**src/rtl/srx_pkg.sv**
```systemverilog
package srx_pkg;

    localparam int unsigned WORD_W  = 24;
    localparam int unsigned SHORT_W = 16;
    localparam int unsigned MID_W   = 20;
    localparam int unsigned CNT_W   = $clog2(WORD_W + 1);

    typedef enum logic [2:0] {
        FMT_TAIL16 = 3'b000,
        FMT_TAIL20 = 3'b001,
        FMT_HEAD24 = 3'b010,
        FMT_DLY24  = 3'b011,
        FMT_TAIL24 = 3'b100
    } fmt_e;

    // framing parameters derived from the format code
    typedef struct packed {
        logic             tail_align;   // word ends on the last bit of the half
        logic [CNT_W-1:0] tail_w;       // word width for tail-aligned framings
        logic             lead_skip;    // ignore the first bit after an edge
        logic             left_on_high; // frame clock level marking left
    } frame_cfg_t;

    // one sampled bit-clock event
    typedef struct packed {
        logic rise;
        logic fedge;
        logic lr;
        logic dat;
    } bit_evt_t;

    // one finished half-frame word
    typedef struct packed {
        logic              vld;
        logic              is_left;
        logic [WORD_W-1:0] word;
    } word_evt_t;

    function automatic frame_cfg_t decode_fmt(input logic [2:0] code);
        frame_cfg_t c;
        c = '{tail_align: 1'b0, tail_w: CNT_W'(WORD_W),
              lead_skip: 1'b0, left_on_high: 1'b1};
        case (fmt_e'(code))
            FMT_TAIL16: begin
                c.tail_align = 1'b1;
                c.tail_w     = CNT_W'(SHORT_W);
            end
            FMT_TAIL20: begin
                c.tail_align = 1'b1;
                c.tail_w     = CNT_W'(MID_W);
            end
            FMT_TAIL24: begin
                c.tail_align = 1'b1;
                c.tail_w     = CNT_W'(WORD_W);
            end
            FMT_DLY24: begin
                c.lead_skip    = 1'b1;
                c.left_on_high = 1'b0;
            end
            default: ;
        endcase
        return c;
    endfunction

    // keep the low w bits and replicate bit w-1 above them
    function automatic logic [WORD_W-1:0] sign_fit(input logic [WORD_W-1:0] raw,
                                                   input logic [CNT_W-1:0]  w);
        logic              sb;
        logic [WORD_W-1:0] r;
        sb = 1'b0;
        for (int i = 0; i < int'(WORD_W); i++) begin
            if (i == int'(w) - 1) sb = raw[i];
        end
        for (int i = 0; i < int'(WORD_W); i++) begin
            r[i] = (i < int'(w)) ? raw[i] : sb;
        end
        return r;
    endfunction

    // move the cnt received bits to the top, zero below
    function automatic logic [WORD_W-1:0] top_align(input logic [WORD_W-1:0] raw,
                                                    input logic [CNT_W-1:0]  cnt);
        int unsigned s;
        s = WORD_W - int'(cnt);
        return raw << s;
    endfunction

endpackage

```
**src/rtl/srx_sync.sv**
```systemverilog
module srx_sync #(
    parameter int unsigned W = 3,
    parameter int unsigned N = 2
) (
    input  logic         clk,
    input  logic         rst,
    input  logic [W-1:0] d_i,
    output logic [W-1:0] q_o
);

    logic [W-1:0] stg [N];

    always_ff @(posedge clk) begin
        if (rst) begin
            for (int i = 0; i < int'(N); i++) stg[i] <= '0;
        end else begin
            stg[0] <= d_i;
            for (int i = 1; i < int'(N); i++) stg[i] <= stg[i-1];
        end
    end

    assign q_o = stg[N-1];

endmodule

```
**src/rtl/srx_sampler.sv**
```systemverilog
module srx_sampler
    import srx_pkg::*;
#(
    parameter int unsigned SYNC_N = 2
) (
    input  logic     clk,
    input  logic     rst,
    input  logic     sclk_i,
    input  logic     fclk_i,
    input  logic     sdat_i,
    output bit_evt_t evt_o
);

    localparam int unsigned LANES = 3;
    localparam int unsigned L_SCK = 2;
    localparam int unsigned L_FCK = 1;
    localparam int unsigned L_DAT = 0;

    logic [LANES-1:0] raw;
    logic [LANES-1:0] synced;
    logic             sck_prev_q;
    logic             lr_last_q;
    logic             seen_q;
    logic             rise;

    assign raw = {sclk_i, fclk_i, sdat_i};

    srx_sync #(.W(LANES), .N(SYNC_N)) u_sync (
        .clk (clk),
        .rst (rst),
        .d_i (raw),
        .q_o (synced)
    );

    assign rise = synced[L_SCK] & ~sck_prev_q;

    always_ff @(posedge clk) begin
        if (rst) begin
            sck_prev_q <= 1'b0;
            lr_last_q  <= 1'b0;
            seen_q     <= 1'b0;
        end else begin
            sck_prev_q <= synced[L_SCK];
            if (rise) begin
                lr_last_q <= synced[L_FCK];
                seen_q    <= 1'b1;
            end
        end
    end

    always_comb begin
        evt_o = '{rise:  rise,
                  fedge: rise & seen_q & (synced[L_FCK] ^ lr_last_q),
                  lr:    synced[L_FCK],
                  dat:   synced[L_DAT]};
    end

endmodule

```
**src/rtl/srx_shift.sv**
```systemverilog
module srx_shift
    import srx_pkg::*;
(
    input  logic       clk,
    input  logic       rst,
    input  bit_evt_t   evt_i,
    input  frame_cfg_t cfg_i,
    output word_evt_t  word_o
);

    logic [WORD_W-1:0] acc_q, acc_base, acc_nx, fin_word;
    logic [CNT_W-1:0]  cnt_q, cnt_base, cnt_nx;
    logic              half_lr_q;
    logic              armed_q;
    logic              take;
    logic              room;

    always_comb begin
        acc_base = evt_i.fedge ? '0 : acc_q;
        cnt_base = evt_i.fedge ? '0 : cnt_q;
        room     = cnt_base < CNT_W'(WORD_W);
        if (cfg_i.tail_align) begin
            take = 1'b1;
        end else begin
            take = room && !(cfg_i.lead_skip && evt_i.fedge);
        end
        acc_nx = take ? {acc_base[WORD_W-2:0], evt_i.dat} : acc_base;
        cnt_nx = (take && room) ? cnt_base + CNT_W'(1) : cnt_base;
        fin_word = cfg_i.tail_align ? sign_fit(acc_q, cfg_i.tail_w)
                                    : top_align(acc_q, cnt_q);
    end

    always_ff @(posedge clk) begin
        if (rst) begin
            acc_q     <= '0;
            cnt_q     <= '0;
            half_lr_q <= 1'b0;
            armed_q   <= 1'b0;
            word_o    <= '0;
        end else begin
            word_o.vld <= 1'b0;
            if (evt_i.rise) begin
                acc_q <= acc_nx;
                cnt_q <= cnt_nx;
                if (evt_i.fedge) begin
                    armed_q   <= 1'b1;
                    half_lr_q <= evt_i.lr;
                    if (armed_q) begin
                        word_o <= '{vld:     1'b1,
                                    is_left: (half_lr_q == cfg_i.left_on_high),
                                    word:    fin_word};
                    end
                end
            end
        end
    end

endmodule

```
**src/rtl/srx_pair.sv**
```systemverilog
module srx_pair
    import srx_pkg::*;
(
    input  logic              clk,
    input  logic              rst,
    input  word_evt_t         word_i,
    output logic [WORD_W-1:0] left_o,
    output logic [WORD_W-1:0] right_o,
    output logic              valid_o
);

    logic [WORD_W-1:0] hold_l_q;
    logic              have_q;

    always_ff @(posedge clk) begin
        if (rst) begin
            hold_l_q <= '0;
            have_q   <= 1'b0;
            left_o   <= '0;
            right_o  <= '0;
            valid_o  <= 1'b0;
        end else begin
            valid_o <= 1'b0;
            if (word_i.vld) begin
                if (word_i.is_left) begin
                    hold_l_q <= word_i.word;
                    have_q   <= 1'b1;
                end else if (have_q) begin
                    left_o  <= hold_l_q;
                    right_o <= word_i.word;
                    valid_o <= 1'b1;
                    have_q  <= 1'b0;
                end
            end
        end
    end

endmodule

```
**src/rtl/srx_rx.sv**
```systemverilog
module srx_rx
    import srx_pkg::*;
#(
    parameter int unsigned SYNC_N = 2
) (
    input  logic              clk,
    input  logic              rst,
    input  logic              sclk_i,
    input  logic              fclk_i,
    input  logic              sdat_i,
    input  logic [2:0]        fmt_i,
    output logic [WORD_W-1:0] left_o,
    output logic [WORD_W-1:0] right_o,
    output logic              valid_o
);

    bit_evt_t   smp_evt;
    frame_cfg_t cfg;
    word_evt_t  half_word;

    assign cfg = decode_fmt(fmt_i);

    srx_sampler #(.SYNC_N(SYNC_N)) u_smp (
        .clk    (clk),
        .rst    (rst),
        .sclk_i (sclk_i),
        .fclk_i (fclk_i),
        .sdat_i (sdat_i),
        .evt_o  (smp_evt)
    );

    srx_shift u_shift (
        .clk    (clk),
        .rst    (rst),
        .evt_i  (smp_evt),
        .cfg_i  (cfg),
        .word_o (half_word)
    );

    srx_pair u_pair (
        .clk     (clk),
        .rst     (rst),
        .word_i  (half_word),
        .left_o  (left_o),
        .right_o (right_o),
        .valid_o (valid_o)
    );

endmodule

```
**config.mk**
```make
export PLATFORM = sky130hd
export DESIGN_NAME = srx_rx
export DESIGN_NICKNAME = d
export VERILOG_FILES = /design/src/rtl/srx_pkg.sv /design/src/rtl/srx_sync.sv /design/src/rtl/srx_sampler.sv /design/src/rtl/srx_shift.sv /design/src/rtl/srx_pair.sv /design/src/rtl/srx_rx.sv
export SDC_FILE = /design/constraint.sdc
export NUM_CORES = 1
export LEC_CHECK = 0
export ABC_AREA = 1
export BUFFER_PORTS_ARGS = -buffer_cell sky130_fd_sc_hd__buf_2
export CAP_MARGIN = 10
export CELL_PAD_IN_SITES_DETAIL_PLACEMENT = 1
export CELL_PAD_IN_SITES_GLOBAL_PLACEMENT = 1
export CORE_MARGIN = 2
export CORE_UTILIZATION = 46
export DETAILED_ROUTE_END_ITERATION = 10
export GPL_TIMING_DRIVEN = 0
export HOLD_SLACK_MARGIN = 0.12
export PLACE_DENSITY_LB_ADDON = 0.1
export SLEW_MARGIN = 30
export SYNTH_ARGS = -nofsm -noshare
export SYNTH_HDL_FRONTEND = slang
export SYNTH_SLANG_ARGS = --single-unit
export TNS_END_PERCENT = 20
```
**constraint.sdc**
```tcl
create_clock -name clk -period 5.56 [get_ports clk]
set_input_delay 0.278 -clock clk [delete_from_list [all_inputs] [get_ports clk]]
set_output_delay 0.278 -clock clk [all_outputs]
set_load 0.02 [all_outputs]
```
Word-level counts from Yosys, hierarchy flattened
Memories as Yosys holds them, arrays and structs flattened.
Index checks and enable logic that the tools add are counted.
W data, S select, Z words.

cells by class
  bitwise operators = 11
  $lt $le $gt $ge = 25
  shift operators = 1
  equality and inequality tests = 27
  $add $sub $neg = 3
  multiplexer cells = 64
  reduce and logical (&&, ||, !) cells = 14

operator list
  kind                   count
  $eq A5 B32 Y1 const A  8
  $eq A6 B32 Y1 const A  8
  $eq A4 B32 Y1 const A  4
  $mux W24               3
  $eq A3 B32 Y1 const A  2
  $mux W1                54
  $lt A4 B5 Y1 const A   8
  $lt A5 B5 Y1 const A   8
  $eq A2 B32 Y1 const A  1
  $logic_not A32 Y1      1
  $shl A24 B32 Y24       1
  $mux W26               1
  $lt A3 B5 Y1 const A   4
  $pmux W6 S3            1
  $lt A1 B5 Y1 const A   2
  $lt A2 B5 Y1 const A   2
  $mux W5                2
  $mux W3                2
  $reduce_and A2 Y1      3
  $reduce_and A3 Y1      2
  $reduce_or A3 Y1       2
  $sub A5 B1 Y6 const B  1
  $sub A5 B5 Y6 const A  1
  $add A5 B1 Y5 const B  1
  14 further kinds       23

word-level totals
  memory bits (writable) = 6
  flip-flop bits (word level) = 134
  memories = 1
  output and inout bits = 49

memories
  memory            depth  bits a word  rd ports  clocked after Yosys merged registers in  write ports  RTL line        text
  u_smp.u_sync.stg  2      3            2         0                                        2            srx_sync.sv:11  logic [W-1:0] stg [N];

Logic depth before layout (Yosys ltp)
  depth after elaboration = 31
  depth in mapped cells = 15
  depth with buffers taken out = 14

Hierarchy
A second synthesis with hierarchy kept.

second synthesis, totals
  cells, all modules = 1244
  area total of the unflattened synthesis = 7845.0 um^2

by module, submodules not included
  module       seq. area each (um^2)  instances  cells each  area each (um^2)
  srx_shift    1141.1                 1          777         4644.5
  srx_pair     1481.4                 1          416         2829.0
  srx_sync     120.1                  1          21          187.7
  srx_sampler  60.1                   1          19          140.1
  srx_rx       0.0                    1          11          43.8

Least setup slack after synthesis
OpenSTA, ideal clock, no wires.

  path kind = flip-flop to flip-flop
  start point = register u_shift.cnt_q[0]
  end point = register u_shift.word_o[16] in the netlist's numbering
  data required time = 5.490 ns
  arrival = 1.990 ns
  buffers on the path = 2
  cell stages (with the launch flop) = 12
  slack = 3.501 ns
  path through = dfxtp_1 inv_2 clkbuf_1 ha_1 inv_1 buf_1 nand4_1 nor2_1 nand3_1 nand2_1 nand2_1 a21oi_1

between the ends
  longest elaborated chain between the ends = 3

RTL lines
  what                      RTL line         text
  start: declaration        srx_shift.sv:12  logic [CNT_W-1:0] cnt_q, cnt_base, cnt_nx;
  start signal: assignment  srx_shift.sv:44  cnt_q <= cnt_nx;
  $sub A5 B5 Y6             srx_pkg.sv:84    s = WORD_W - int'(cnt);
  $shl A24 B32 Y24          srx_pkg.sv:85    return raw << s;
  $mux W24                  srx_shift.sv:29  fin_word = cfg_i.tail_align ? sign_fit(acc_q, cfg_i.tail_w)
  end signal: assignment    srx_shift.sv:49  word_o <= '{vld: 1'b1,
  end: declaration          srx_shift.sv:8   output word_evt_t word_o

Every way passes these cells.
A chain may end at the register's enable or synchronous reset.

Worst setup path in the final report
  start point = register u_shift.cnt_q[0]
  end point = register u_shift.word_o[21] in the netlist's numbering

The elaborated chain is that of the path after synthesis.

==> impl_metrics.yaml <==
cells_and_area:
  syn_to_final_growth_pct: 15.83
  antenna_cells: 0
  multi_input_area_um2: 3532
  finalNetCount: 1122
  fillCellCount: 2027
  ff_latch_area_um2: 2803
  layout-drive-gt1-share: 0.1211
  fin_cells: 1311
global_routing:
  track_usage: 0.2925
  grt_pass1_wl_um: 37780
  grt_pass1_vias: 7225
  overflow: 0
  antenna_found_initial: 0
  grt_max_degree: 17
clocking:
  h-tree-depth: 4
  cts_resized: 0
  clk_path_buf_depth: 2
  clk_pin_slew_worst_paths_ns: 0.06
  clock_sinks: 140
  cts_hold_buf: 3
  cts_made_buffers: 17
  cts_tree: "done"
  cts_setup_buffers: 0
  clock_latency_ns: 0.43
  cts-root-buf: "clkbuf_16"
synthesis:
  synth-main-ff-cell: "dfxtp_1"
  synth_mux_area_frac: 0
  syn_inst: 1032
  ys_seq_area_frac: 0.3993
  synth.cell_area_um2: 7019
  synth_top_family_by_area: "simple AND/OR/NAND/NOR gates"
  postSynthAreaPerCell_um2: 6.802
  synth_xor_area_frac: 0.008378
  synth-compound-area-share: 0.1868
  synth_edf_count: 0
  synth-seq-cells: 140
  synth-adder-area-share: 0.007130
  synth_fp_nets: 1044
  yosys.area_share.simple: 0.3009
  synthArstFlopShare: 0
  yosysUniqueCellTypes: 38
  yosys_warnings: 0
critical_path:
  cpPeakStageDelay_ns: 0.47
  worstPathBufferInverterCount: 4
  start_kind: "flip-flop"
  crit_chain: "inv_2, clkbuf_1, ha_1, inv_1, buf_1, nand3_1, nand3_1, nand2_1, nand2_1, nand3_1, nand2_1, a21oi_1"
  crit_arrival_ns: 3.29
  crit_fanout: 10
  cp_slowest_cell: "clkbuf_1"
  crit_family: "buffers and inverters"
  crit_path_end_kind: "flip-flop"
  critical_path_class: "reg -> reg"
  cp.required_ns: 5.87
floorplanning:
  core_um2: 15030
  initial_core_util: 0.4669
  io_pins: 57
  core.rowCount: 45
  die_h_um: 127.5
  die_area_um2: 16260
  die_x_um: 127.5
sta:
  period_share: 0.5360
  fmax_mhz: 335.5
  finalMaxSlewViolations: 0
  fin_skew_ns: 0.009595
  finalSetupTns_ns: 0
  grt_setup_unrepaired: "false"
  period_needed_ns: 2.980
  hold_violations: 0
  finalSetupViolations: 0
  slew_headroom: 0.5808
  tightest_slew_ns: 0.6288
placement:
  gp_congestion: 0.9396
  port_buffers: 56
  dp_hpwl_um: 17250
  dpl.cell_count: 1276
pwr:
  ir_worst_vdd_mv: 0.2057
  leakagePower_uw: 0.003458
  power_density_nw_per_um2: 289.8
drt:
  post_drt_wl_per_cell_um: 17.66
  vias: 7293
  ant_nets: 0
  firstDrtPassIters: 5
  drt-initial-drc-count: 455
  drt_wl_total_um: 23160
  drc: 0
  avgViaCountPerCell: 5.563
job:
  cap_viol_max_count: 0
hold_path:
  hold_path_class: "reg -> reg"
run_status:
  outcome: "finished clean"
routing by layer:
layer	up-vias	wire length, um	GRT usage
li1	3572	-	-
met1	3486	10000	0.3583
met3	45	897	0.04062
met5	-	0	0
met4	0	603	0.1054
met2	190	11650	0.5231
area by class of cell:
| type | instances | share of cell area |
|---|---|---|
| repair buffers | 59 | 0.03817 |
| flip-flops and latches | 140 | 0.3447 |
| clock inverters | 14 | 0.01677 |
| clock buffers | 18 | 0.05279 |
| multi-input cells | 730 | 0.4344 |
| plain buffers | 68 | 0.03863 |
| well taps | 188 | 0.02893 |
| inverters | 94 | 0.04555 |
synth_stat cells (2+ instances only):
cell | count | area (um2)
ha_1 | 4 | 50.05
nand2_8 | 2 | 40.04
o21ai_1 | 39 | 195.2
inv_2 | 13 | 48.80
buf_4 | 2 | 15.01
nor3_2 | 3 | 30.03
buf_6 | 4 | 45.04
nand2_1 | 108 | 405.4
nor2_1 | 184 | 690.7
nand4_1 | 10 | 62.56
buf_2 | 8 | 40.04
clkbuf_1 | 50 | 187.7
nor3_1 | 2 | 10.01
a21oi_1 | 80 | 400.4
inv_1 | 79 | 296.5
xor2_1 | 2 | 17.52
nor2_8 | 2 | 40.04
nand2_4 | 3 | 33.78
nor2_4 | 4 | 45.04
and2_1 | 2 | 12.51
buf_1 | 3 | 11.26
xor2_2 | 2 | 32.53
dfxtp_1 | 140 | 2803
nand3_1 | 143 | 715.7
o21ai_0 | 124 | 620.6
o211ai_1 | 7 | 52.55
final timing paths:
check | from | to | slack (ns) | cells past startpoint
setup reg to reg | u_shift.cnt_q[0] | u_shift.word_o[21] | 2.58 | 12
hold reg to reg | u_smp.u_sync.stg[0][1] | u_smp.u_sync.stg[0][4] | 0.41 | 2
setup / recovery | u_shift.cnt_q[0] | u_shift.word_o[21] | 2.58 | 12
hold / removal | u_smp.u_sync.stg[0][1] | u_smp.u_sync.stg[0][4] | 0.41 | 2
flip-flops by register name, summed over array words and instances (netlist names), 5 cells and up:
name and count:
u_pair.hold_l_q 24, u_pair.left_o 24, u_pair.right_o 24, u_shift.acc_q 24
u_shift.cnt_q 5, u_shift.word_o 26, u_smp.u_sync.stg 6
per-stage QoR:
step / utilization / worst slack, ns / area, um2 / total power [uW] / hold slack [ns]
global route: 0.5408 / 2.394 / 8130 / 2433 / 0.4203
CTS: 0.5408 / 2.667 / 8130 / 2358 / 0.4070
floorplan: - / 3.501 / 7019 / 1200 / 0.3850
finish: 0.5408 / 2.580 / 8130 / 2356 / 0.4057
global placement: 0.5012 / 2.763 / 7535 / 1261 / 0.3922
detailed placement: 0.5012 / 2.742 / 7535 / 1266 / 0.3985
cells by family (layout without fill, tap and decap cells):
| group | count (synthesis) | after routing |
|---|---|---|
| adder cells (fa/ha/maj) | 4 | 4 |
| flip-flops | 140 | 140 |
| AO/OA/AOI/OAI | 254 | 254 |
| XOR/XNOR | 5 | 5 |
| buffers and inverters | 162 | 253 |
| AND/OR/NAND/NOR | 467 | 467 |
placed cells by master, fill, tap and decap left out, types with 3 or more instances in the layout:
| cell type | Yosys | routed |
|---|---|---|
| inv_2 | 13 | 13 |
| nand4_1 | 10 | 10 |
| nand2_1 | 108 | 108 |
| buf_2 | 8 | 64 |
| buf_1 | 3 | 3 |
| clkbuf_16 | 0 | 17 |
| buf_6 | 4 | 4 |
| nand2_4 | 3 | 3 |
| clkbuf_1 | 50 | 51 |
| inv_6 | 0 | 4 |
| clkinvlp_4 | 0 | 4 |
| dfxtp_1 | 140 | 140 |
| o21ai_1 | 39 | 39 |
| dlygate4sd3_1 | 0 | 3 |
| a21oi_1 | 80 | 80 |
| nor2_4 | 4 | 4 |
| nand3_1 | 143 | 143 |
| nor3_2 | 3 | 3 |
| o211ai_1 | 7 | 7 |
| o21ai_0 | 124 | 124 |
| inv_1 | 79 | 79 |
| ha_1 | 4 | 4 |
| nor2_1 | 184 | 184 |
report_power, final:
group	internal, uW	switching, uW
clock network	625	478
logic	64.6	158
registers	1020	15.1
total	1700	651
worst register-to-register path, cell delays in order (launching register included):
cell and delay, ns:
dfxtp_1 0.35, inv_2 0.12, clkbuf_1 0.47, ha_1 0.39, inv_1 0.22, buf_1 0.42
nand3_1 0.25, nand3_1 0.18, nand2_1 0.11, nand2_1 0.09, nand3_1 0.07, nand2_1 0.11
a21oi_1 0.07
Note: power is estimated with default switching activity, not from simulation.
